## src/rtl/vmem_legality_check.sv

```systemverilog
module vmem_legality_check #(
  parameter int NUM_VREGS = 32,
  parameter int SPAN_MAX  = 8
) (
  input  logic       clk,
  input  logic       rst_n,
  input  logic       chk_valid,
  input  logic [1:0] eew_code,
  input  logic [1:0] sew_code,
  input  logic [2:0] lmul_log2,
  input  logic [4:0] data_reg,
  input  logic [4:0] idx_reg,
  input  logic [2:0] nf_m1,
  input  logic       vm,
  input  logic       is_load,
  input  logic       is_indexed,
  input  logic       seg_ok,
  output logic       res_valid,
  output logic       illegal,
  output logic [5:0] cause
);
  localparam int SW = $clog2(NUM_VREGS) + 2;

  logic signed [3:0] lmul_s, emul_s;
  logic [1:0] ge_log, gl_log, gd_log;
  logic [3:0] nf;
  logic [SW-1:0] span, dspan, ilen, vd_w, vs_w;
  logic bad_range, bad_align, bad_budget, bad_seg, bad_ovl, bad_mask;
  logic [5:0] cause_n;

  assign lmul_s = {lmul_log2[2], lmul_log2};
  assign emul_s = $signed({2'b00, eew_code}) - $signed({2'b00, sew_code}) + lmul_s;

  assign bad_range = (lmul_log2 == 3'b100) || (emul_s < -4'sd3) || (emul_s > 4'sd3);

  assign ge_log = (emul_s > 4'sd0) ? emul_s[1:0] : 2'd0;
  assign gl_log = (lmul_s > 4'sd0) ? lmul_s[1:0] : 2'd0;
  assign gd_log = is_indexed ? gl_log : ge_log;

  function automatic logic misaligned(input logic [4:0] r, input logic [1:0] lg);
    logic [4:0] m;
    m = (5'd1 << lg) - 5'd1;
    return (r & m) != 5'd0;
  endfunction

  assign bad_align = is_indexed ? (misaligned(data_reg, gl_log) || misaligned(idx_reg, ge_log))
                                : misaligned(data_reg, ge_log);

  assign nf   = {1'b0, nf_m1} + 4'd1;
  assign vd_w = SW'(data_reg);
  assign vs_w = SW'(idx_reg);
  assign span = SW'(nf) << gd_log;
  assign bad_budget = (span > SW'(SPAN_MAX)) || ((vd_w + span) > SW'(NUM_VREGS));

  assign bad_seg = (nf_m1 != 3'd0) && !seg_ok;

  assign dspan = (nf_m1 != 3'd0) ? span : (SW'(1) << gd_log);
  assign ilen  = SW'(1) << ge_log;
  assign bad_ovl = is_load && is_indexed && ((emul_s != lmul_s) || (nf_m1 != 3'd0)) &&
                   (vd_w < vs_w + ilen) && (vs_w < vd_w + dspan);

  assign bad_mask = is_load && !vm && (data_reg == 5'd0);

  always_comb begin
    cause_n = '0;
    if (bad_range)       cause_n[0] = 1'b1;
    else if (bad_align)  cause_n[1] = 1'b1;
    else if (bad_budget) cause_n[2] = 1'b1;
    else if (bad_seg)    cause_n[3] = 1'b1;
    else if (bad_ovl)    cause_n[4] = 1'b1;
    else if (bad_mask)   cause_n[5] = 1'b1;
  end

  always_ff @(posedge clk or negedge rst_n) begin
    if (!rst_n) begin
      res_valid <= 1'b0;
      illegal   <= 1'b0;
      cause     <= '0;
    end else begin
      res_valid <= chk_valid;
      if (chk_valid) begin
        illegal <= |cause_n;
        cause   <= cause_n;
      end
    end
  end

  p_strobe_r9: assert property (@(posedge clk) disable iff (!rst_n)
    chk_valid |=> res_valid);
  p_idle_r9: assert property (@(posedge clk) disable iff (!rst_n)
    !chk_valid |=> (!res_valid && $stable(cause) && $stable(illegal)));
  p_onehot_r8: assert property (@(posedge clk) disable iff (!rst_n)
    $onehot0(cause) && (illegal == (cause != 6'd0)));
  p_reserved_r1: assert property (@(posedge clk) disable iff (!rst_n)
    (chk_valid && lmul_log2 == 3'b100) |=> cause[0]);
  p_noseg_r5: assert property (@(posedge clk) disable iff (!rst_n)
    (chk_valid && nf_m1 != 3'd0 && !seg_ok) |=> illegal);
  p_maskdst_r7: assert property (@(posedge clk) disable iff (!rst_n)
    (chk_valid && is_load && !vm && data_reg == 5'd0) |=> illegal);
  p_store_ovl_r6: assert property (@(posedge clk) disable iff (!rst_n)
    (chk_valid && !is_load) |=> !cause[4]);
endmodule

```

## config.mk

```make
export PLATFORM = sky130hd
export DESIGN_NAME = vmem_legality_check
export DESIGN_NICKNAME = d
export VERILOG_FILES = /design/src/rtl/vmem_legality_check.sv
export SDC_FILE = /design/constraint.sdc
export NUM_CORES = 1
export LEC_CHECK = 0
export CAP_MARGIN = 20
export CORE_ASPECT_RATIO = 0.8
export CORE_MARGIN = 2
export CORE_UTILIZATION = 46
export DETAILED_ROUTE_END_ITERATION = 10
export DONT_BUFFER_PORTS = 1
export GPL_TIMING_DRIVEN = 1
export PLACE_DENSITY_LB_ADDON = 0.25
export RECOVER_POWER = 50
export SYNTH_ARGS = -nofsm -noshare
export SYNTH_HDL_FRONTEND = slang
export SYNTH_SLANG_ARGS = --single-unit
```

## constraint.sdc

```tcl
create_clock -name clk -period 1.5 [get_ports clk]
set_input_delay 0.3 -clock clk [delete_from_list [all_inputs] [get_ports clk]]
set_output_delay 0.3 -clock clk [all_outputs]
set_load 0.03 [all_outputs]
```

==> qor.csv, run 1 <==
metric;value;unit
crit path DAT;4.50;ns
detailed-route via count;2023;
Cell Area, Synth;0.00185;mm2
final core utilization;73.7;%
final setup fails;7;
syn_nets;296;
FMAX;229;MHz
Fillers;296;
Port Buf Inserts;0;
post-synthesis cell count;235;
R2R Path Start;illegal$_DFFE_PN0P_;
min Tclk post-route;4.36;ns
sequential area share after synthesis;10.8;%
placed insts;342;
crit path cell chain;inv_12 > ha_4 > inv_2 > fa_1 > inv_1 > fa_2 > nor4_2 > a311o_1 > nand2b_4 > a21oi_4 > ha_2 > inv_2 > fa_2 > xor2_1 > ha_1 > o21ai_2 > o21bai_2 > a21oi_4 > a311oi_2 > or3_1 > a41oi_2;
Worst Hold Class;in2reg;
Post-synth EDFFs;0;
RSZ-0062 raised after global routing;yes;
Starting Density;48.4;%
Root Driver;clkbuf_8;
Async SR Flop Fraction;100;%
Peak VDD IR;0.471;mV
ANT nets after route;0;
CTS tree;built;
crit path launch type;input port;
H-Tree Depth;1;
Critical R2R Capture;illegal$_DFFE_PN0P_;
Critical Path End;illegal$_DFFE_PN0P_;
status;finished, violations left;
initial antenna violation count;0;
Critical Path Slowest Stage Cell;fa_2;
vias in the first global route;1937;
Worst setup EP type;register;
clock network latency to the later pin of the worst-skew pair;0.22;ns
n_diodes;0;
Top Layer Used;met4;
Yosys warning count;0;
gpl congestion;0.809;
worst slew pin tran;0.465;ns
met1 wire length;2.64;mm
area of the core;0.00383;mm2
dpl hpwl;4.28;mm
drt wl/cell;15.7;um
post-synthesis average cell area;7.89;um2
storage element area;200;um2
CTS clk-pin slew, worst paths;0.04;ns
Top FF cell, synth;dfrtp_1;
critical path's largest stage delay;0.58;ns
Residual DRC;0;
Cell Pwr Density;938;mW/mm2
CP required;1.64;ns
Area growth, synth to finish;52.2;%
Rows;20;
die area;0.00456;mm2
Worst Path Buf+Inv;4;
Met3 Routed Length;324;um
Top delay family on crit path;adder cells;
reg2reg path depth;2;
Die Y;60.8;um
clock skew;0;ns
final worst path period share;291;%
Static Leak;1.31;nW
Initial DRC Count;105;
final hold slack;0.107;ns
layout cells sized above 1;41.3;%
# nets final;363;
critical path type;in2reg;
Levels on crit path;21;
gr usage total;24.4;%
total congestion overflow;0;
# Max-Cap Violations;0;
DR vias/cell;5.70;
area occupied by multi-input gates;0.00184;mm2
Max clock buf depth;2;
Final Non-Filler Cells;355;
Setup crit start;eew_code[0];
critical path fanouts, max;4;
#FFs+latches synth;8;
drt total wl;5.58;mm
failing checks;setup timing;
setup ws final;-2.86;ns
met2 WL post-DR;2.54;mm
TritonCTS Buffers;3;
number of I/O pins;35;
DR pass1 iterations;4;
R2R Setup Slk;0.62;ns
count of final hold-check violations;0;
Slew Viols, Final;0;
largest net degree at the start of global routing;14;
pre-CTS setup slack;-3.16;ns
Rel. slew slack;68.9;%
Die X;75.0;um
number of clock sinks;8;
Synth cell types;59;
Worst Hold Path Cells;0;
wire length of the first global-routing pass;8.56;mm
-- metrics by stage --
| step | power, mW | instance area, um2 | setup TNS, ns |
|---|---|---|---|
| 5_1_grt | 2.86 | 2820 | -17.71 |
| 4_1_cts | 2.37 | 2640 | -15.95 |
| 3_5_place_dp | 1.97 | 2450 | -17.97 |
| 2_1_floorplan | 1.44 | 1980 | -16.23 |
| 3_3_place_gp | 1.91 | 2450 | -17.55 |
| 6_report | 2.65 | 2820 | -16.80 |
-- routing by layer --
metal | up-vias | global-route usage (%)
met4 | 0 | 5.10
li1 | 1002 | -
met1 | 952 | 34.8
met2 | 61 | 39.6
met5 | - | 0
met3 | 8 | 3.32
-- worst register-to-register path, delay by kind of cell, from the launching register on --
kind,cells,cell delay (ns)
flip-flops,1,0.48
AND/OR/NAND/NOR,1,0.21
AO/OA/AOI/OAI,1,0.05
-- synthesized netlist by cell type (all sizes together) (2+ instances only) --
cell type  number  share of area [%]
ha             29                 20
inv            29                5.9
a21oi          17                4.6
nor2           17                3.4
o21ai          12                3.2
a21o           10                4.1
xor2            9                4.3
dfrtp           8                 11
nand2           8                1.6
nand2b          8                2.7
nand3           7                1.9
nor2b           7                2.4
a211oi          6                3.4
fa              5                5.4
clkbuf          4               0.81
mux2i           4                2.2
nor3            4                1.1
a31oi           2               0.68
a32o            2                1.1
and3            2               0.68
buf             2               0.54
nand3b          2               0.81
nor4            2               0.68
nor4b           2               0.95
o21a            2               0.81
o21bai          2               0.81
o221ai          2               0.95
o22ai           2               0.68
o32ai           2                1.4
xnor2           2               0.95
-- cell type report --
type / count / area share, %
multi-input cells: 192 / 65.4
well taps: 55 / 2.44
clock buffers: 3 / 1.46
repair buffers: 68 / 19.3
flip-flops and latches: 8 / 7.10
inverters: 29 / 4.30
-- power breakdown --
| part | switching (mW) | total (mW) | internal (mW) |
|---|---|---|---|
| clock network | 0.0719 | 0.245 | 0.173 |
| logic | 0.991 | 2.07 | 1.08 |
| registers | 0.0824 | 0.330 | 0.247 |
| total | 1.15 | 2.65 | 1.50 |
-- flip-flops by register name, summed over array words and instances (netlist names) --
name / cells
cause: 6
res_valid: 1
illegal: 1
-- placed cells by master, fill, tap and decap left out, types with 4 or more instances in the layout --
master     n
xor2_1     8
a21o_1    10
nor2b_1    4
nand2b_1   7
nor2_1    16
nand2_1    8
dfrtp_1    8
buf_6      5
buf_4     61
inv_1     25
nand3_1    7
o21ai_0    8
ha_1      21
ha_4       6
a21oi_1   12
-- cells by family (layout without fill, tap and decap cells) --
group | count (synthesis) | in the layout | synth area share, %
AOI/OAI and AO/OA | 77 | 77 | 30.3
muxes | 4 | 4 | 2.16
adders and majority gates | 34 | 34 | 25.0
xor gates and xnor gates | 11 | 11 | 5.20
and+or+nand+nor | 66 | 66 | 19.4
buffers and inverters | 35 | 100 | 7.22
DFF | 8 | 8 | 10.8
-- how the worst min path moves through the flow --
stage / endpoint / start / slack [ns]
2_1_floorplan: cause[0]$_DFFE_PN0P_ / rst_n / 0.004
3_3_place_gp: cause[3]$_DFFE_PN0P_ / rst_n / 0.005
3_5_place_dp: cause[3]$_DFFE_PN0P_ / rst_n / 0.005
4_1_cts: res_valid$_DFF_PN0_ / chk_valid / 0.10
5_1_grt: res_valid$_DFF_PN0_ / chk_valid / 0.1
6_report: res_valid$_DFF_PN0_ / chk_valid / 0.11
-- what timing repair did --
| action | in CTS | in global routing |
|---|---|---|
| gates resized for setup | 20 | 27 |
| setup endpoints to repair | 7 | 7 |
| buffers inserted | 5 | 5 |
| hold endpoints to repair | 8 | 0 |
| hold buffers | 1 | 0 |
| pin swaps | 13 | 21 |
No activity file was read; power rests on OpenSTA's default activity.
==> run 2, diff against run 1 <==
==> constraint.sdc (replaced) <==
create_clock -name clk -period 5.2 [get_ports clk]
set_input_delay 1.04 -clock clk [delete_from_list [all_inputs] [get_ports clk]]
set_output_delay 1.04 -clock clk [all_outputs]
set_load 0.03 [all_outputs]
==> run 2 against run 1 <==
  * The flow now finishes without violations
  * Sequential power fell by 71%
  * Combinational power fell by 76%
  * Largest cell class unchanged
  * Power fell by 75%
  * Design area fell by 13%
  * Final cell count fell by 11%
  * Utilization fell by 9.9 points
  * Sequential share of layout area rose by 1.1 points
  * Global-route usage fell by 1.9 points
  * Count of clock-buffer cells in the layout did not move
  * Critical endpoint unchanged
==> qor.csv, run 2 (synthesis gave the netlist of run 1 again) <==
metric;value;unit
status;finished, final reports clean;
crit path cell chain;clkinv_16 > ha_4 > inv_2 > fa_2 > inv_2 > fa_2 > nor4b_2 > a311o_1 > buf_6 > o22ai_4 > nor2_1 > a21oi_1 > ha_1 > nor2b_4 > o31a_1 > a21o_1 > ha_4 > a21oi_4 > a311oi_4 > or3_4 > a41oi_2;
Net Sw Frac;45.8;%
Rel. slew slack;51.8;%
Initial DRC Count;146;
gpl congestion;0.869;
total power;674;uW
number of I/O pins;35;
final worst path period share;99.2;%
# Max-Cap Violations;0;
vias in the first global route;1749;
Die X;75.0;um
Critical Path Slowest Stage Cell;fa_2;
Final Non-Filler Cells;315;
Static Leak;1.10;nW
pre-CTS setup slack;-0.202;ns
CTS clk-pin slew, worst paths;0.04;ns
Peak VDD IR;0.139;mV
clock skew;0;ns
total congestion overflow;0;
H-Tree Depth;1;
placed insts;309;
final setup fails;0;
Die Y;60.8;um
drt wl/cell;16.2;um
ANT nets after route;0;
Largest register FFs;6;
Comb power frac;74.5;%
FMAX;194;MHz
DR pass1 iterations;4;
Worst setup EP type;register;
Max clock buf depth;2;
Root Driver;clkbuf_8;
Worst Hold Class;in2async;
final hold slack;0.501;ns
final core utilization;63.7;%
# nets final;323;
drt total wl;5.09;mm
die area;0.00456;mm2
critical path's largest stage delay;0.57;ns
design area;0.00244;mm2
crit path launch type;input port;
most common cell after layout, fill and taps aside;buf_4;
critical path type;in2reg;
Starting Density;48.4;%
count of final hold-check violations;0;
area post-placement;0.00216;mm2
cell-internal power;365;uW
R2R Setup Slk;4.33;ns
Cell Pwr Density;276;mW/mm2
wire length of the first global-routing pass;8.05;mm
hold_buf cts;0;
Rows;20;
layout cells sized above 1;27.7;%
number of clock sinks;8;
CP required;5.35;ns
Reg with most FFs;cause;
Fillers;340;
gr usage total;22.5;%
initial antenna violation count;0;
dpl hpwl;3.95;mm
Slew Viols, Final;0;
detailed-route via count;1847;
worst slew pin tran;0.705;ns
setup TNS;0;ns
commonest cells after routing, fill and taps aside;27 x buf_4, 25 x inv_1, 24 x ha_1, 15 x nor2_1, 12 x a21oi_1;
DR vias/cell;5.86;
critical path fanouts, max;4;
Largest regs;cause x6, illegal x1, res_valid x1;
crit path DAT;5.31;ns
TritonCTS Buffers;3;
clock network latency to the later pin of the worst-skew pair;0.23;ns
Port Buf Inserts;0;
n_diodes;0;
area of the core;0.00383;mm2
Clk pwr share;11.2;%
CTS tree;built;
Residual DRC;0;
Area growth, synth to finish;31.7;%
min Tclk post-route;5.16;ns
setup ws final;0.0428;ns
Reg power frac;14.2;%
largest net degree at the start of global routing;14;
RSZ-0062 raised after global routing;yes;
sw power;309;uW
-- run 2: worst paths after layout --
kind / from / endpoint / cells after the start
max: eew_code[0] / illegal$_DFFE_PN0P_ / 21
max reg2reg: illegal$_DFFE_PN0P_ / illegal$_DFFE_PN0P_ / 2
min: rst_n / illegal$_DFFE_PN0P_ / 0
min in group clk: cause[0]$_DFFE_PN0P_ / cause[0]$_DFFE_PN0P_ / 2
min reg2reg: cause[0]$_DFFE_PN0P_ / cause[0]$_DFFE_PN0P_ / 2
max in group asynchronous: rst_n / cause[4]$_DFFE_PN0P_ / 0
-- run 2: routing by layer --
metal | track usage, % | part of all wire (%) | vias up
met2 | 34.0 | 44 | 54
met3 | 5.15 | 5.8 | 0
met5 | 0 | 0 | -
met1 | 34.0 | 50 | 874
li1 | - | - | 919
met4 | 1.53 | 0 | 0
-- run 2: worst max-delay path: cells and delay by family --
family	cells	cell delay, ns
adders and majority gates	5	1.78
and+or+nand+nor	4	0.68
buffers and inverters	4	0.26
AOI/OAI and AO/OA	8	1.55
-- run 2: layout make-up --
class,instances,area (um2),area share [%]
Inverter,29,135,5.54
Tap cell,55,68.8,2.82
Sequential cell,8,200,8.21
Timing Repair Buffer,28,214,8.77
Clock buffer,3,41.3,1.69
Multi-Input combinational cell,192,1780,73.0
-- run 2: what timing repair did --
item	4_1_cts	5_1_grt
gates resized for setup	0	36
endpoints found under the setup margin	0	3
setup buffers	0	4
endpoints found under the hold margin	0	0
-- run 2: power by group through the flow --
| stage | Sequential [mW] | Clock [mW] | Combinational [mW] |
|---|---|---|---|
| global placement | 0.0968 | 0 | 0.399 |
| finish | 0.0959 | 0.0757 | 0.502 |
| global route | 0.0969 | 0.0795 | 0.558 |
| CTS | 0.0961 | 0.0769 | 0.408 |
| detailed placement | 0.0966 | 0 | 0.406 |
| floorplan | 0.0948 | 0 | 0.311 |
==> run 3, diff against run 2 <==
--- a/config.mk
+++ b/config.mk
@@ -5,6 +5,7 @@
 export SDC_FILE = /design/constraint.sdc
 export NUM_CORES = 1
 export LEC_CHECK = 0
+export ABC_AREA = 1
 export CAP_MARGIN = 20
 export CORE_ASPECT_RATIO = 0.8
 export CORE_MARGIN = 2
==> run 3 against run 2 <==
  * Register-to-register slack about the same
  * Sequential share of layout area increased by 1.8 points
  * Die area increased by 1.7%
  * Setup slack improved by 0.36 ns
  * Power decreased by 26%
  * Design area decreased by 18%
  * Critical path depth increased by 5
  * Utilization decreased by 12 points
  * Synthesized area increased by 1.8%
  * Largest power group unchanged
==> qor.csv, run 3 <==
metric;value;unit
Static Leak;1.06;nW
Largest register FFs;6;
Slew Viols, Final;0;
RSZ-0062 raised after global routing;no;
Largest regs;cause x6, illegal x1, res_valid x1;
# Max-Cap Violations;0;
reg2reg path depth;2;
die area;0.00463;mm2
R2R Path Start;cause[0]$_DFFE_PN0P_;
syn_nets;340;
critical path type;in2reg;
ANT nets after route;0;
Top FF cell, synth;dfrtp_1;
detailed-route via count;1772;
Async SR Flop Fraction;100;%
worst slew pin tran;0.356;ns
setup TNS;0;ns
min Tclk post-route;4.80;ns
Critical R2R Capture;cause[0]$_DFFE_PN0P_;
TritonCTS Buffers;3;
layout cells sized above 1;13.5;%
post-synthesis average cell area;6.76;um2
initial antenna violation count;0;
wire length of the first global-routing pass;7.32;mm
Synth cell types;33;
status;finished, final reports clean;
Die X;75.6;um
final setup fails;0;
most common cell after layout, fill and taps aside;nand2_1;
sw power;246;uW
Die Y;61.3;um
Max clock buf depth;2;
dpl hpwl;3.78;mm
crit path launch type;input port;
Starting Density;48.6;%
clock network latency to the later pin of the worst-skew pair;0.22;ns
Comb power frac;66.8;%
top cell type's share of synthesized area;19.2;%
Peak VDD IR;0.0855;mV
count of final hold-check violations;0;
Worst Hold Class;in2async;
post-synthesis cell count;279;
post-CTS sizing;0;
# nets final;345;
Reg with most FFs;cause;
drt total wl;4.33;mm
Critical Path End;illegal$_DFFE_PN0P_;
Cell Area, Synth;0.00189;mm2
CP required;5.35;ns
Yosys warning count;0;
FMAX;208;MHz
H-Tree Depth;1;
hold_buf cts;0;
post-CTS setup buffers;0;
critical path fanouts, max;8;
DR vias/cell;5.26;
setup ws final;0.399;ns
cell-internal power;254;uW
number of I/O pins;35;
commonest cells in the netlist;51 x nand2_1, 46 x inv_1, 29 x ha_1;
number of clock sinks;8;
vias in the first global route;1672;
Post-synth EDFFs;0;
largest net degree at the start of global routing;10;
total congestion overflow;0;
Initial DRC Count;115;
Reg power frac;18.6;%
Fillers;403;
commonest cells after routing, fill and taps aside;51 x nand2_1, 46 x inv_1, 29 x ha_1, 25 x nand3_1, 23 x nor2_1;
Root Driver;clkbuf_8;
final worst path period share;92.3;%
#FFs+latches synth;8;
gr usage total;20.2;%
CTS tree;built;
area of the core;0.00388;mm2
Port Buf Inserts;0;
R2R Setup Slk;4.32;ns
Worst setup EP type;register;
CTS clk-pin slew, worst paths;0.04;ns
Net Sw Frac;49.2;%
Rel. slew slack;76.0;%
Rows;20;
pre-CTS setup slack;0.182;ns
Area growth, synth to finish;5.84;%
clock skew;0;ns
largest cells by area after synthesis;ha_1 19%, dfrtp_1 11%, nand2_1 10%, inv_1 9.2%, nand3_1 6.6%;
most common cell in the netlist;nand2_1;
n_diodes;0;
DR pass1 iterations;4;
leading area contributor after synthesis;ha_1;
sequential area share after synthesis;10.6;%
gpl congestion;0.874;
Clk pwr share;14.6;%
Cell Pwr Density;250;mW/mm2
drt wl/cell;12.9;um
Setup crit start;eew_code[0];
Residual DRC;0;
crit path DAT;4.95;ns
[run 3: cell count changes after synthesis, moves of 5 or more]
cell      previous run  this run
nand4_1              0         6
a21o_1              10         1
nand3_1              7        25
nand2_2              0        11
nor2b_1              7         0
nor2_1              17        23
inv_1               29        46
nor2_2               0         5
nand3_2              0         6
nand2_1              8        51
nand2b_1             8         0
[run 3: logic make-up after synthesis]
logic type                 count (synthesis)  synth area share (%)
AOI/OAI and AO/OA                         38                  12.2
xor gates and xnor gates                  11                  5.11
adders and majority gates                 34                  24.5
buffers and inverters                     49                  9.75
DFF                                        8                  10.6
and+or+nand+nor                          139                  37.8
[run 3: through the flow]
| stage | hold slack [ns] | std cells | power (mW) | util (%) | cell area (um2) |
|---|---|---|---|---|---|
| 2_1_floorplan | 0.658 | 279 | 0.368 | - | 1890 |
| 3_3_place_gp | 0.681 | 334 | 0.419 | 50.4 | 1960 |
| 3_5_place_dp | 0.679 | 334 | 0.428 | 50.4 | 1960 |
| 4_1_cts | 0.507 | 337 | 0.502 | 51.5 | 2000 |
| 5_1_grt | 0.501 | 337 | 0.559 | 51.5 | 2000 |
| 6_report | 0.509 | 337 | 0.500 | 51.5 | 2000 |
[run 3: worst max-delay path: stages]
cell and delay [ns]:
inv_1 0.03, ha_1 0.13, inv_1 0.05, fa_1 0.50, inv_1 0.06, fa_1 0.52, inv_1 0.16, nand3_4 0.11
nand2_1 0.08, nand2_2 0.11, nand3_1 0.13, o21ai_0 0.13, nand2_1 0.08, o21ai_0 0.08, ha_1 0.34, inv_1 0.08
o31ai_1 0.28, xor2_1 0.18, ha_1 0.24, a21oi_1 0.15, o21bai_1 0.08, nand2_1 0.07, nor2_1 0.04, nand2_1 0.07
nand2_2 0.06, a21oi_1 0.15
[run 3: area by class of cell]
cell class | instances | area, um2 | share of cell area (%)
clock buffer | 3 | 41.3 | 2.07
inverter | 49 | 184 | 9.21
multi-input combinational | 222 | 1500 | 75.3
sequential | 8 | 200 | 10.0
tap | 55 | 68.8 | 3.45
[run 3: routing by layer]
| metal | part of all wire (%) | routed length, um | vias up | global-route usage [%] |
|---|---|---|---|---|
| li1 | - | - | 932 | - |
| met1 | 50 | 2190 | 788 | 30.5 |
| met2 | 43 | 1860 | 52 | 32.0 |
| met3 | 6.5 | 283 | 0 | 3.27 |
| met4 | 0 | 0 | 0 | 1.00 |
| met5 | 0 | 0 | - | 0 |
[run 3: how the worst min path moves through the flow]
stage	from	end	cells past startpoint
6_report	rst_n	res_valid$_DFF_PN0_	0
5_1_grt	rst_n	cause[4]$_DFFE_PN0P_	0
2_1_floorplan	cause[2]$_DFFE_PN0P_	cause[2]$_DFFE_PN0P_	2
3_3_place_gp	cause[2]$_DFFE_PN0P_	cause[2]$_DFFE_PN0P_	2
3_5_place_dp	cause[5]$_DFFE_PN0P_	cause[5]$_DFFE_PN0P_	2
4_1_cts	rst_n	res_valid$_DFF_PN0_	0
[run 3: power by group through the flow]
stage / Combinational (mW) / Sequential, mW / Clock [mW]
after floorplan: 0.276 / 0.0921 / 0
after global placement: 0.325 / 0.0936 / 0
after detailed placement: 0.334 / 0.0938 / 0
after CTS: 0.335 / 0.0931 / 0.0738
after global routing: 0.388 / 0.0936 / 0.0770
final: 0.334 / 0.0928 / 0.0730
